**config.mk**
```make
export PLATFORM = sky130hd
export DESIGN_NAME = lockwp_ctrl
export DESIGN_NICKNAME = d
export VERILOG_FILES = /design/src/rtl/lockwp_pkg.sv /design/src/rtl/lockwp_range_regs.sv /design/src/rtl/lockwp_table.sv /design/src/rtl/lockwp_sequencer.sv /design/src/rtl/lockwp_ctrl.sv
export SDC_FILE = /design/constraint.sdc
export NUM_CORES = 1
export LEC_CHECK = 0
export BUFFER_PORTS_ARGS = -buffer_cell sky130_fd_sc_hd__buf_2
export CORE_MARGIN = 2
export CORE_UTILIZATION = 40
export CTS_CLUSTER_DIAMETER = 40
export DETAILED_ROUTE_END_ITERATION = 16
export SETUP_SLACK_MARGIN = 0.05
export SLEW_MARGIN = 40
export SYNTH_ARGS = -nofsm -noshare
export SYNTH_HDL_FRONTEND = slang
export SYNTH_SLANG_ARGS = --single-unit
```
**constraint.sdc**
```tcl
create_clock -name clk -period 3.5 [get_ports clk]
set_input_delay 1.05 -clock clk [delete_from_list [all_inputs] [get_ports clk]]
set_output_delay 1.05 -clock clk [all_outputs]
set_load 0.01 [all_outputs]
```
**src/rtl/lockwp_pkg.sv**
```systemverilog
package lockwp_pkg;

    // One-hot per-block protection states
    localparam logic [2:0] LK_TIGHT = 3'b001;
    localparam logic [2:0] LK_HELD  = 3'b010;
    localparam logic [2:0] LK_OPEN  = 3'b100;

    // Command codes seen at the command strobe
    localparam logic [7:0] CODE_UNLOCK     = 8'h23;
    localparam logic [7:0] CODE_UNLOCK_ALL = 8'h27;
    localparam logic [7:0] CODE_LOCK       = 8'h2A;
    localparam logic [7:0] CODE_TIGHT      = 8'h2C;

    typedef enum logic [1:0] {
        OP_UNLOCK     = 2'd0,
        OP_LOCK       = 2'd1,
        OP_TIGHT      = 2'd2,
        OP_UNLOCK_ALL = 2'd3
    } walk_op_e;

    function automatic logic code_known(input logic [7:0] c);
        return (c == CODE_UNLOCK) || (c == CODE_UNLOCK_ALL) ||
               (c == CODE_LOCK)   || (c == CODE_TIGHT);
    endfunction

    function automatic walk_op_e code_to_op(input logic [7:0] c);
        walk_op_e op;
        unique case (c)
            CODE_LOCK:       op = OP_LOCK;
            CODE_TIGHT:      op = OP_TIGHT;
            CODE_UNLOCK_ALL: op = OP_UNLOCK_ALL;
            default:         op = OP_UNLOCK;
        endcase
        return op;
    endfunction

endpackage

```
**src/rtl/lockwp_range_regs.sv**
```systemverilog
module lockwp_range_regs #(
    parameter int DATA_W = 16,
    parameter int ADDR_W = 4
) (
    input  logic              clk,
    input  logic              rst_n,
    input  logic              start_wr,
    input  logic              end_wr,
    input  logic [DATA_W-1:0] wr_data,
    input  logic              busy,
    output logic [ADDR_W-1:0] range_start,
    output logic [ADDR_W-1:0] range_end
);

    typedef struct packed {
        logic [ADDR_W-1:0] first;
        logic [ADDR_W-1:0] last;
    } range_t;

    range_t q, d;

    // Upper data bits carry no meaning for the range registers
    logic unused_hi;
    assign unused_hi = ^wr_data[DATA_W-1:ADDR_W];

    always_comb begin
        d = q;
        if (!busy) begin
            if (start_wr) begin
                d.first = wr_data[ADDR_W-1:0];
                d.last  = wr_data[ADDR_W-1:0];
            end
            if (end_wr) begin
                d.last = wr_data[ADDR_W-1:0];
            end
        end
    end

    always_ff @(posedge clk or negedge rst_n) begin
        if (!rst_n) q <= '0;
        else        q <= d;
    end

    assign range_start = q.first;
    assign range_end   = q.last;

    assert_start_mirrors_end_R3: assert property (@(posedge clk) disable iff (!rst_n)
        (start_wr && !busy) |=> (range_end == range_start));

    assert_hold_while_busy_R11: assert property (@(posedge clk) disable iff (!rst_n)
        busy |=> ($stable(range_start) && $stable(range_end)));

endmodule

```
**src/rtl/lockwp_table.sv**
```systemverilog
module lockwp_table #(
    parameter int NUM_BLOCKS = 12,
    parameter int ADDR_W     = 4
) (
    input  logic              clk,
    input  logic              rst_n,
    input  logic              wr_en,
    input  logic [ADDR_W-1:0] wr_idx,
    input  logic [2:0]        wr_state,
    input  logic [ADDR_W-1:0] rd_idx,
    output logic [2:0]        rd_state,
    input  logic [ADDR_W-1:0] q_idx,
    output logic [2:0]        q_state
);
    import lockwp_pkg::*;

    localparam int CNT_W = ADDR_W + 1;
    localparam logic [CNT_W-1:0] LIMIT = CNT_W'(NUM_BLOCKS);
    localparam logic [NUM_BLOCKS*3-1:0] COLD_VAL = {NUM_BLOCKS{LK_HELD}};

    typedef struct packed {
        logic [NUM_BLOCKS-1:0][2:0] st;
    } table_t;

    table_t q, d;

    always_comb begin
        d = q;
        for (int b = 0; b < NUM_BLOCKS; b++) begin
            if (wr_en && ({1'b0, wr_idx} == CNT_W'(b))) begin
                d.st[b] = wr_state;
            end
        end
    end

    always_ff @(posedge clk or negedge rst_n) begin
        if (!rst_n) q <= COLD_VAL;
        else        q <= d;
    end

    always_comb begin
        rd_state = 3'b000;
        q_state  = 3'b000;
        for (int b = 0; b < NUM_BLOCKS; b++) begin
            if ({1'b0, rd_idx} == CNT_W'(b)) rd_state = q.st[b];
            if ({1'b0, q_idx}  == CNT_W'(b)) q_state  = q.st[b];
        end
    end

    assert_query_onehot_R1: assert property (@(posedge clk) disable iff (!rst_n)
        ({1'b0, q_idx} < LIMIT) |-> $onehot(q_state));

    // Lock-tight is sticky: a write may only land on it with lock-tight again
    assert_tight_sticky_R6: assert property (@(posedge clk) disable iff (!rst_n)
        (wr_en && rd_idx == wr_idx && rd_state == LK_TIGHT) |-> (wr_state == LK_TIGHT));

endmodule

```
**src/rtl/lockwp_sequencer.sv**
```systemverilog
module lockwp_sequencer #(
    parameter int NUM_BLOCKS = 12,
    parameter int ADDR_W     = 4
) (
    input  logic              clk,
    input  logic              rst_n,
    input  logic              cmd_valid,
    input  logic [7:0]        cmd_code,
    input  logic [ADDR_W-1:0] range_start,
    input  logic [ADDR_W-1:0] range_end,
    input  logic [2:0]        cur_state,
    output logic [ADDR_W-1:0] walk_idx,
    output logic              wr_en,
    output logic [2:0]        wr_state,
    output logic              busy,
    output logic              done,
    output logic              cmd_err,
    output logic [2:0]        wp_status
);
    import lockwp_pkg::*;

    localparam int CNT_W = ADDR_W + 1;
    localparam logic [CNT_W-1:0]  LIMIT    = CNT_W'(NUM_BLOCKS);
    localparam logic [ADDR_W-1:0] LAST_BLK = ADDR_W'(NUM_BLOCKS - 1);

    typedef struct packed {
        logic              busy;
        logic              done;
        logic              err;
        walk_op_e          op;
        logic [ADDR_W-1:0] idx;
        logic [ADDR_W-1:0] lim;
        logic [2:0]        wp;
    } seq_t;

    seq_t q, d;
    logic finish;
    logic at_last;

    always_comb begin
        d        = q;
        d.done   = 1'b0;
        wr_en    = 1'b0;
        wr_state = 3'b000;
        finish   = 1'b0;
        at_last  = (q.idx == q.lim);
        if (!q.busy) begin
            if (cmd_valid && code_known(cmd_code)) begin
                d.busy = 1'b1;
                d.err  = 1'b0;
                d.op   = code_to_op(cmd_code);
                if (code_to_op(cmd_code) == OP_UNLOCK_ALL) begin
                    d.idx = '0;
                    d.lim = LAST_BLK;
                end else begin
                    d.idx = range_start;
                    d.lim = range_end;
                end
            end
        end else begin
            if (q.idx > q.lim) begin
                finish = 1'b1;                    // empty range
            end else if ({1'b0, q.idx} >= LIMIT) begin
                d.err  = 1'b1;                    // walked off the array
                finish = 1'b1;
            end else begin
                unique case (q.op)
                    OP_TIGHT: begin
                        if (cur_state != LK_OPEN) begin
                            wr_en    = 1'b1;
                            wr_state = LK_TIGHT;
                        end
                        finish = at_last;
                    end
                    default: begin
                        if (cur_state == LK_TIGHT) begin
                            finish = 1'b1;
                        end else begin
                            wr_en    = 1'b1;
                            wr_state = (q.op == OP_LOCK) ? LK_HELD : LK_OPEN;
                            finish   = at_last;
                        end
                    end
                endcase
                d.idx = q.idx + 1'b1;
                if (wr_en) d.wp = wr_state;
            end
            if (finish) begin
                d.busy = 1'b0;
                d.done = 1'b1;
            end
        end
    end

    always_ff @(posedge clk or negedge rst_n) begin
        if (!rst_n) begin
            q      <= '0;
            q.op   <= OP_UNLOCK;
            q.wp   <= LK_HELD;
        end else begin
            q <= d;
        end
    end

    assign walk_idx  = q.idx;
    assign busy      = q.busy;
    assign done      = q.done;
    assign cmd_err   = q.err;
    assign wp_status = q.wp;

    assert_done_single_R10: assert property (@(posedge clk) disable iff (!rst_n)
        done |=> !done);

    assert_done_ends_busy_R10: assert property (@(posedge clk) disable iff (!rst_n)
        done |-> (!busy && $past(busy)));

    assert_err_at_end_R8: assert property (@(posedge clk) disable iff (!rst_n)
        $rose(cmd_err) |-> done);

    assert_wp_follows_write_R9: assert property (@(posedge clk) disable iff (!rst_n)
        wr_en |=> (wp_status == $past(wr_state)));

    assert_no_write_idle_R11: assert property (@(posedge clk) disable iff (!rst_n)
        !busy |-> !wr_en);

endmodule

```
**src/rtl/lockwp_ctrl.sv**
```systemverilog
module lockwp_ctrl #(
    parameter int NUM_BLOCKS = 12,
    parameter int DATA_W     = 16,
    parameter int ADDR_W     = (NUM_BLOCKS > 1) ? $clog2(NUM_BLOCKS) : 1
) (
    input  logic              clk,
    input  logic              rst_n,
    input  logic              start_wr,
    input  logic              end_wr,
    input  logic [DATA_W-1:0] wr_data,
    input  logic              cmd_valid,
    input  logic [7:0]        cmd_code,
    input  logic [ADDR_W-1:0] query_idx,
    output logic [2:0]        query_state,
    output logic [ADDR_W-1:0] range_start,
    output logic [ADDR_W-1:0] range_end,
    output logic              busy,
    output logic              done,
    output logic              cmd_err,
    output logic [2:0]        wp_status
);

    logic [ADDR_W-1:0] walk_idx;
    logic [2:0]        cur_state;
    logic              wr_en;
    logic [2:0]        wr_state;

    lockwp_range_regs #(.DATA_W(DATA_W), .ADDR_W(ADDR_W)) u_range (
        .clk         (clk),
        .rst_n       (rst_n),
        .start_wr    (start_wr),
        .end_wr      (end_wr),
        .wr_data     (wr_data),
        .busy        (busy),
        .range_start (range_start),
        .range_end   (range_end)
    );

    lockwp_table #(.NUM_BLOCKS(NUM_BLOCKS), .ADDR_W(ADDR_W)) u_table (
        .clk      (clk),
        .rst_n    (rst_n),
        .wr_en    (wr_en),
        .wr_idx   (walk_idx),
        .wr_state (wr_state),
        .rd_idx   (walk_idx),
        .rd_state (cur_state),
        .q_idx    (query_idx),
        .q_state  (query_state)
    );

    lockwp_sequencer #(.NUM_BLOCKS(NUM_BLOCKS), .ADDR_W(ADDR_W)) u_seq (
        .clk         (clk),
        .rst_n       (rst_n),
        .cmd_valid   (cmd_valid),
        .cmd_code    (cmd_code),
        .range_start (range_start),
        .range_end   (range_end),
        .cur_state   (cur_state),
        .walk_idx    (walk_idx),
        .wr_en       (wr_en),
        .wr_state    (wr_state),
        .busy        (busy),
        .done        (done),
        .cmd_err     (cmd_err),
        .wp_status   (wp_status)
    );

endmodule

```
### Word level (Yosys, flattened, before mapping)

Index checks and enable logic that the tools add are counted.
Widths: inputs -> output; s select.

* register bits after elaboration: 60
* output and inout bits: 17

* add/subtract/negate cells: 1
* magnitude comparators: 2
* equality and inequality tests: 35
* mux-type cells: 62
* bitwise gates (word level): 3
* reduce and logical (&&, ||, !) cells: 26

Operator list (count)
* $mux 3: 30
* $eq 4x3->1 const B: 8
* $eq 4x4->1 const B: 8
* $eq 8x6->1 const B: 4
* $mux 1: 21
* $mux 4: 5
* $eq 4x2->1 const B: 4
* $logic_and 1x1->1: 13
* $mux 11: 1
* $eq 4x1->1 const B: 2
* $logic_not 4->1: 2
* $mux 8: 1
* $mux 2: 3
* $ne 2x2->1 const B: 3
* $pmux 2 s3: 1
* $reduce_and 2->1: 3
* $reduce_and 3->1: 2
* $add 4x1->4 const B: 1
* $eq 2x2->1 const B: 2
* $eq 4x4->1: 1
* $ge 4x4->1 const B: 1
* $gt 4x4->1: 1
* $reduce_and 4->1: 1
* $reduce_bool 2->1: 2
* other kinds (5): 9

### Longest topological paths before layout

Gate-level depths: netlist (run 1).

* depth after elaboration: 23
* depth in mapped cells: 13

### Hierarchy

A second synthesis (run 1) with hierarchy kept.

* cells, all modules: 344
* area, all modules: 3758.6 µm²

By module, submodules not included
* lockwp_table: times used 1, cells each 207, area each 2299.7 µm², seq. area each 915.9 µm²
* lockwp_sequencer: times used 1, cells each 119, area each 1109.8 µm², seq. area each 401.6 µm²
* lockwp_range_regs: times used 1, cells each 18, area each 349.1 µm², seq. area each 200.2 µm²

### Least setup slack after synthesis (run 1)

Ideal clock, no wire load.

* kind: input to output
* from: input port query_idx[0]
* to: output port query_state[2]
* arrival: 2.490 ns
* required time: 2.450 ns
* path slack: -0.040 ns
* stages on the path: 8
* buffers on the path: 1
* cell sequence: clkbuf_1 > inv_1 > nand2_1 > nor2_1 > o32a_1 > o311ai_0 > o21ai_0 > nand2_1

* cells in the longest elaborated chain, start to end: 13
* elaborated cells on any way between the ends: 24
* those cells by class: eq/ne (11); mux (12); reduce/logical (1)

Ends and longest elaborated chain
* from (decl): line lockwp_ctrl.sv:13 `input logic [ADDR_W-1:0] query_idx,`
* $logic_not 4->1: line lockwp_table.sv:46 `if ({1'b0, q_idx} == CNT_W'(b)) q_state = q.st[b];`
* $mux 3 (11 in a row): line lockwp_table.sv:46
* $mux 3 *: line lockwp_table.sv:46
* to (decl): line lockwp_ctrl.sv:14 `output logic [2:0] query_state,`

Mark *: on every way between the ends. The rest lies on a longest branch, timed or not.

### Worst setup path after layout (run 1)

* from: input port query_idx[1]
* to: output port query_state[1]

Same word-level chain as after synthesis.

==> results.cfg, run 1 <==
[clock_network]
cts_buffer_depth = 2
cts_tree = done
cts_buffers = 9
post-cts-setup-buffers = 0
cts.reportedPaths.clkPinSlew_ns = 0.07
clk_latency_ns = 0.35
cts.hold.buffers_added = 0
numClockSinks = 60
cts.htree.levels = 3
root_buffer = clkbuf_8

[place]
dp_hpwl_um = 6850
gp_congestion = 0.891
io_buffers = 37

[routing]
drt-vias-per-instance = 5.74
drt_iter0_drc = 207
num_vias = 3204
first_pass_iters = 6
postRouteAntennaNets = 0
routed_wl_um = 9670
drc = 0
wl_per_cell_um = 17.3

[synthesis]
syn_nets = 437
async_flop_share = 1.00
synth_xor_area_frac = 0
synth_top_cell_by_area = dfrtp_1
synth_area_um2 = 3730
muxShareOfSynthArea = 0.116
synth-simple-area-share = 0.185
ys_types = 63
synth_compound_area_frac = 0.216
synth.avg_cell_area_um2 = 9.42
synth_flop_cell = dfrtp_1
synth_top_area_share = 0.315
synth-edff-count = 0
yosysWarnings = 0
seq_area_frac_synth = 0.407
synth_adder_area_share = 0.0268
synthTopCellsByArea = dfrtp_1, dfstp_2, mux2_2, o21ai_0, a21oi_1
synth_top_family_by_area = compound AO/OA/AOI/OAI gates
postSynthCellCount = 396
ys_ff_latch = 60

[timing]
slew_headroom = 0.630
fmax_mhz = 294
whs_ns = 0.485
period_minus_slack_ns = 3.40
fin_skew_ns = 0.0118
slew_violations = 0
setup_viol = 0
final.period_utilization = 0.972
hold_violations = 0
rsz0062_at_grt = true
tightest_slew_ns = 0.549

[critical_path]
critical_path_class = in2out
path_buf_inv = 3
crit_top_cell = buf_2
cp.required_ns = 2.45
worstPathMaxFanout = 11
critPathLaunch = query_idx[1]
path_cells = buf_2 > buf_4 > mux4_2 > mux2_2 > o221a_2 > buf_2
crit_family = multiplexers
arrival_ns = 2.35
endpoint_kind = output port
worst_path_max_delay_cell = mux4_2
max_stage_delay_ns = 0.29
startpoint_type = input pin
timing.rr.start = u_seq.walk_idx[0]

[floorplanning]
placementRows = 35
core_um2 = 9150
ios = 50
dieArea_um2 = 10100
die_w_um = 101
start_util = 0.408
die_y_um = 101

[hold_path]
hold_path.class = reg2reg
worstHoldStart = u_seq.wp_status[2]

[cells_and_area]
drive_gt1_frac = 0.293
area_growth_pct = 17.7
seq_area_um2 = 1520
fillCellCount = 882
multi_input_area_um2 = 2060
fin_util = 0.480
nets = 483
final_cell_mix = dfrtp_1, o21ai_0, buf_2, nor2_1, a21oi_1
layout_commonest_cell = dfrtp_1
antenna_cells = 0

[power_and_ir_drop]
vdd_drop_max_mv = 0.276
p_leak_nw = 1.98
power.total_mw = 2.21
power.density_nw_per_um2 = 504

[outcome]
status = finished clean

[flow_run]
maxCapViolations = 0

[global_routing]
grt_pass1_wl_um = 15900
antenna_found_initial = 0
overflow = 0
grt_max_degree = 61
grt_pass1_vias = 3071
grt_usage = 0.202
==> Yosys cell counts (3+ instances only) <==
master    instances
nand3_1          15
o21ai_0          42
a31oi_1           3
nor2_1           34
nor3_1            4
and3_1            3
buf_4             4
nor2b_1          14
nand2b_1         11
nand3b_1          6
inv_1            14
clkbuf_1         12
a21o_1            3
mux2_2           24
dfstp_2          13
nand2_1          24
a211oi_1          4
a21oi_1          26
buf_2             9
and2_1            3
o221a_2           3
nand4_1           3
dfrtp_1          47
mux2i_1           5
a221o_1           3
o31ai_1           8
ha_1              8
mux2_1            6
==> through the flow <==
step	instance area [um2]	std cells	setup TNS, ns	worst slack (ns)
2_1_floorplan	3730	396	0	0.129
3_5_place_dp	4100	542	-0.109	-0.0604
3_3_place_gp	4100	542	-0.159	-0.0798
4_1_cts	4360	558	0	0.0590
6_report	4390	558	0	0.0976
5_1_grt	4390	558	0	0.0252
==> final timing paths <==
| kind | to | slack [ns] | depth (start not counted) |
|---|---|---|---|
| worst max register to register | u_table.q[20] | 0.27 | 11 |
| worst min register to register | u_seq.wp_status[2] | 0.48 | 1 |
| worst max-delay path | query_state[1] | 0.1 | 6 |
| min in group asynchronous | u_table.q[5] | 0.77 | 2 |
| worst min-delay path | u_seq.wp_status[2] | 0.48 | 1 |
| max in group asynchronous | u_table.q[22] | 2.33 | 2 |
==> layer usage <==
metal,vias to the layer above,track usage,share of wire
li1,1533,-,-
met3,10,0.0465,0.046
met4,0,0.0664,0.016
met5,-,0,0
met2,74,0.322,0.48
met1,1587,0.272,0.46
==> power breakdown <==
| part | total (mW) | leakage, nW | switching (mW) | internal, mW |
|---|---|---|---|---|
| Clock | 0.798 | 0.122 | 0.306 | 0.492 |
| Sequential | 0.791 | 0.731 | 0.0542 | 0.737 |
| Combinational | 0.622 | 1.12 | 0.368 | 0.253 |
| Total | 2.21 | 1.98 | 0.729 | 1.48 |
==> final cells by class <==
cell class,count,area share
multi-input combinational,296,0.468
sequential,60,0.346
timing repair buffer,61,0.0855
tap,111,0.0316
clock buffer,10,0.0314
clock inverter,6,0.0254
inverter,14,0.0120
==> what timing repair did <==
action                     CTS  global route
pin swaps                    1             3
gates cloned                 0             0
setup endpoints to repair    3             9
gates resized for setup      3             7
==> kinds of logic after synthesis <==
| family | Yosys count |
|---|---|
| mux | 37 |
| fa+ha+maj | 8 |
| simple gates | 129 |
| compound gates | 122 |
| flops | 60 |
| buf+inv | 40 |
==> flip-flops by register name, summed over array words and instances (netlist names) <==
| signal | cells |
|---|---|
| u_range.range_end | 4 |
| u_seq.done | 1 |
| u_seq.walk_idx | 4 |
| u_seq.wp_status | 3 |
| u_seq.q | 6 |
| u_seq.busy | 1 |
| u_range.range_start | 4 |
| u_seq.cmd_err | 1 |
| u_table.q | 36 |
Note: power is estimated with default switching activity, not from simulation.
==> run 2, diff against run 1 <==
CORE_UTILIZATION = 52   (was 40)
PLACE_DENSITY = 0.76   (was not set)
==> results.cfg, run 2 (synthesis gave the netlist of run 1 again) <==
[clock_network]
cts_buffer_depth = 2
root_buffer = clkbuf_8
numClockSinks = 60
cts.htree.levels = 3
clk_latency_ns = 0.35
cts_tree = done
cts_buffers = 9
cts.hold.buffers_added = 0
post-cts-setup-buffers = 0
cts.reportedPaths.clkPinSlew_ns = 0.07

[critical_path]
critical_path_class = in2out
path_cells = buf_6 > buf_6 > mux4_2 > mux2_4 > o221a_4 > buf_6
cp.required_ns = 2.45
r2r_slack_ns = 0.31
startpoint_type = input pin
endpoint_kind = output port
crit_top_cell = buf_6
worstPathMaxFanout = 7
r2r.worst_path.cells = 11
worst_path_max_delay_cell = mux4_2
timing.rr.start = u_seq.walk_idx[1]
r2r_end = u_table.q[8]
arrival_ns = 2.37
max_stage_delay_ns = 0.48

[timing]
fmax_mhz = 292
slew_violations = 0
final.period_utilization = 0.978
fin_skew_ns = 0.00433
slew_headroom = 0.504
period_minus_slack_ns = 3.42
hold_violations = 0
tightest_slew_ns = 0.733
rsz0062_at_grt = false
setup_viol = 0
whs_ns = 0.472

[place]
gp_congestion = 0.886
place_area_um2 = 4050
dp_hpwl_um = 6720
io_buffers = 37

[cells_and_area]
fillCellCount = 570
top_regs = u_table.q: 36 flops, u_seq.q: 6 flops
antenna_cells = 0
top_register = u_table.q
nets = 479
multi_input_area_um2 = 2070
area_growth_pct = 16.3
drive_gt1_frac = 0.289
final_cell_mix = dfrtp_1, o21ai_0, buf_2, nor2_1, a21oi_1
layout_commonest_cell = dfrtp_1
seq_area_um2 = 1520
largest_reg_flops = 36
fin_util = 0.631
stdcell_area_um2 = 4340

[global_routing]
grt_max_degree = 61
grt_pass1_vias = 3158
overflow = 0
grt_usage = 0.263
antenna_found_initial = 0
grt_pass1_wl_um = 15700

[flow_run]
maxCapViolations = 0

[hold_path]
hold_path.class = reg2reg
worstHoldPathCells = 1
worstHoldStart = u_seq.wp_status[2]
holdPathEnd = u_seq.wp_status[2]

[floorplanning]
placementRows = 30
core_um2 = 6870
ios = 50
start_util = 0.543
die_w_um = 88.7
dieArea_um2 = 7870
die_y_um = 88.7

[outcome]
status = finished clean

[power_and_ir_drop]
vdd_drop_max_mv = 0.307
p_leak_nw = 1.95
power.total_mw = 2.10
power.density_nw_per_um2 = 484

[routing]
drt-vias-per-instance = 6.11
routed_wl_um = 9530
drt_iter0_drc = 225
first_pass_iters = 5
drc = 0
wl_per_cell_um = 17.7
postRouteAntennaNets = 0
num_vias = 3291
## run 2: cell count changes in the layout (fill, tap and decap cells not counted), moves of 2 or more
cell | before | now
buf_4 | 23 | 18
clkbuf_8 | 10 | 13
buf_6 | 2 | 4
bufinv_16 | 3 | 1
ha_1 | 8 | 6
ha_2 | 0 | 2
## run 2: area by class of cell
type	count	share of cell area
clock buffers	13	0.0413
clock inverters	3	0.00981
inverters	14	0.0121
multi-input cells	296	0.477
flip-flops and latches	60	0.350
well taps	96	0.0277
repair buffers	57	0.0819
## run 2: metal layers
layer | share of wire | vias up | global-route usage
li1 | - | 1537 | -
met1 | 0.43 | 1600 | 0.348
met2 | 0.48 | 119 | 0.414
met3 | 0.054 | 35 | 0.0476
met4 | 0.036 | 0 | 0.135
met5 | 0 | - | 0
## run 2: worst max path at each step
stage | cells after the start | from | to | slack, ns
5_1_grt | 9 | query_idx[2] | query_state[2] | 0.02
3_3_place_gp | 8 | query_idx[0] | query_state[2] | -0.07
3_5_place_dp | 8 | query_idx[0] | query_state[2] | -0.05
4_1_cts | 6 | query_idx[0] | query_state[1] | 0.05
6_report | 6 | query_idx[0] | query_state[1] | 0.08
2_1_floorplan | 8 | query_idx[0] | query_state[2] | 0.13
## run 2: per-stage QoR
step	setup TNS, ns	setup slack [ns]	std cells
finish	0	0.0766	539
global route	0	0.0248	539
CTS	0	0.0513	539
detailed placement	-0.140	-0.0517	523
global placement	-0.119	-0.0656	523
floorplan	0	0.129	396
## run 2: worst max-delay path, delay by kind of cell
family | cells | cell delay [ns]
compound gates | 1 | 0.24
buf+inv | 3 | 0.31
mux | 2 | 0.77
## run 2: what timing repair did
action	in CTS	in global routing
endpoints found under the setup margin	3	21
gates resized for setup	5	9
pin swaps	1	4
gates cloned	0	0
## run 2: power breakdown
part           leakage (nW)  internal (mW)  switching [mW]  total [mW]
registers             0.731          0.738          0.0550       0.793
logic                  1.11          0.249           0.373       0.622
clock network         0.112          0.405           0.280       0.685
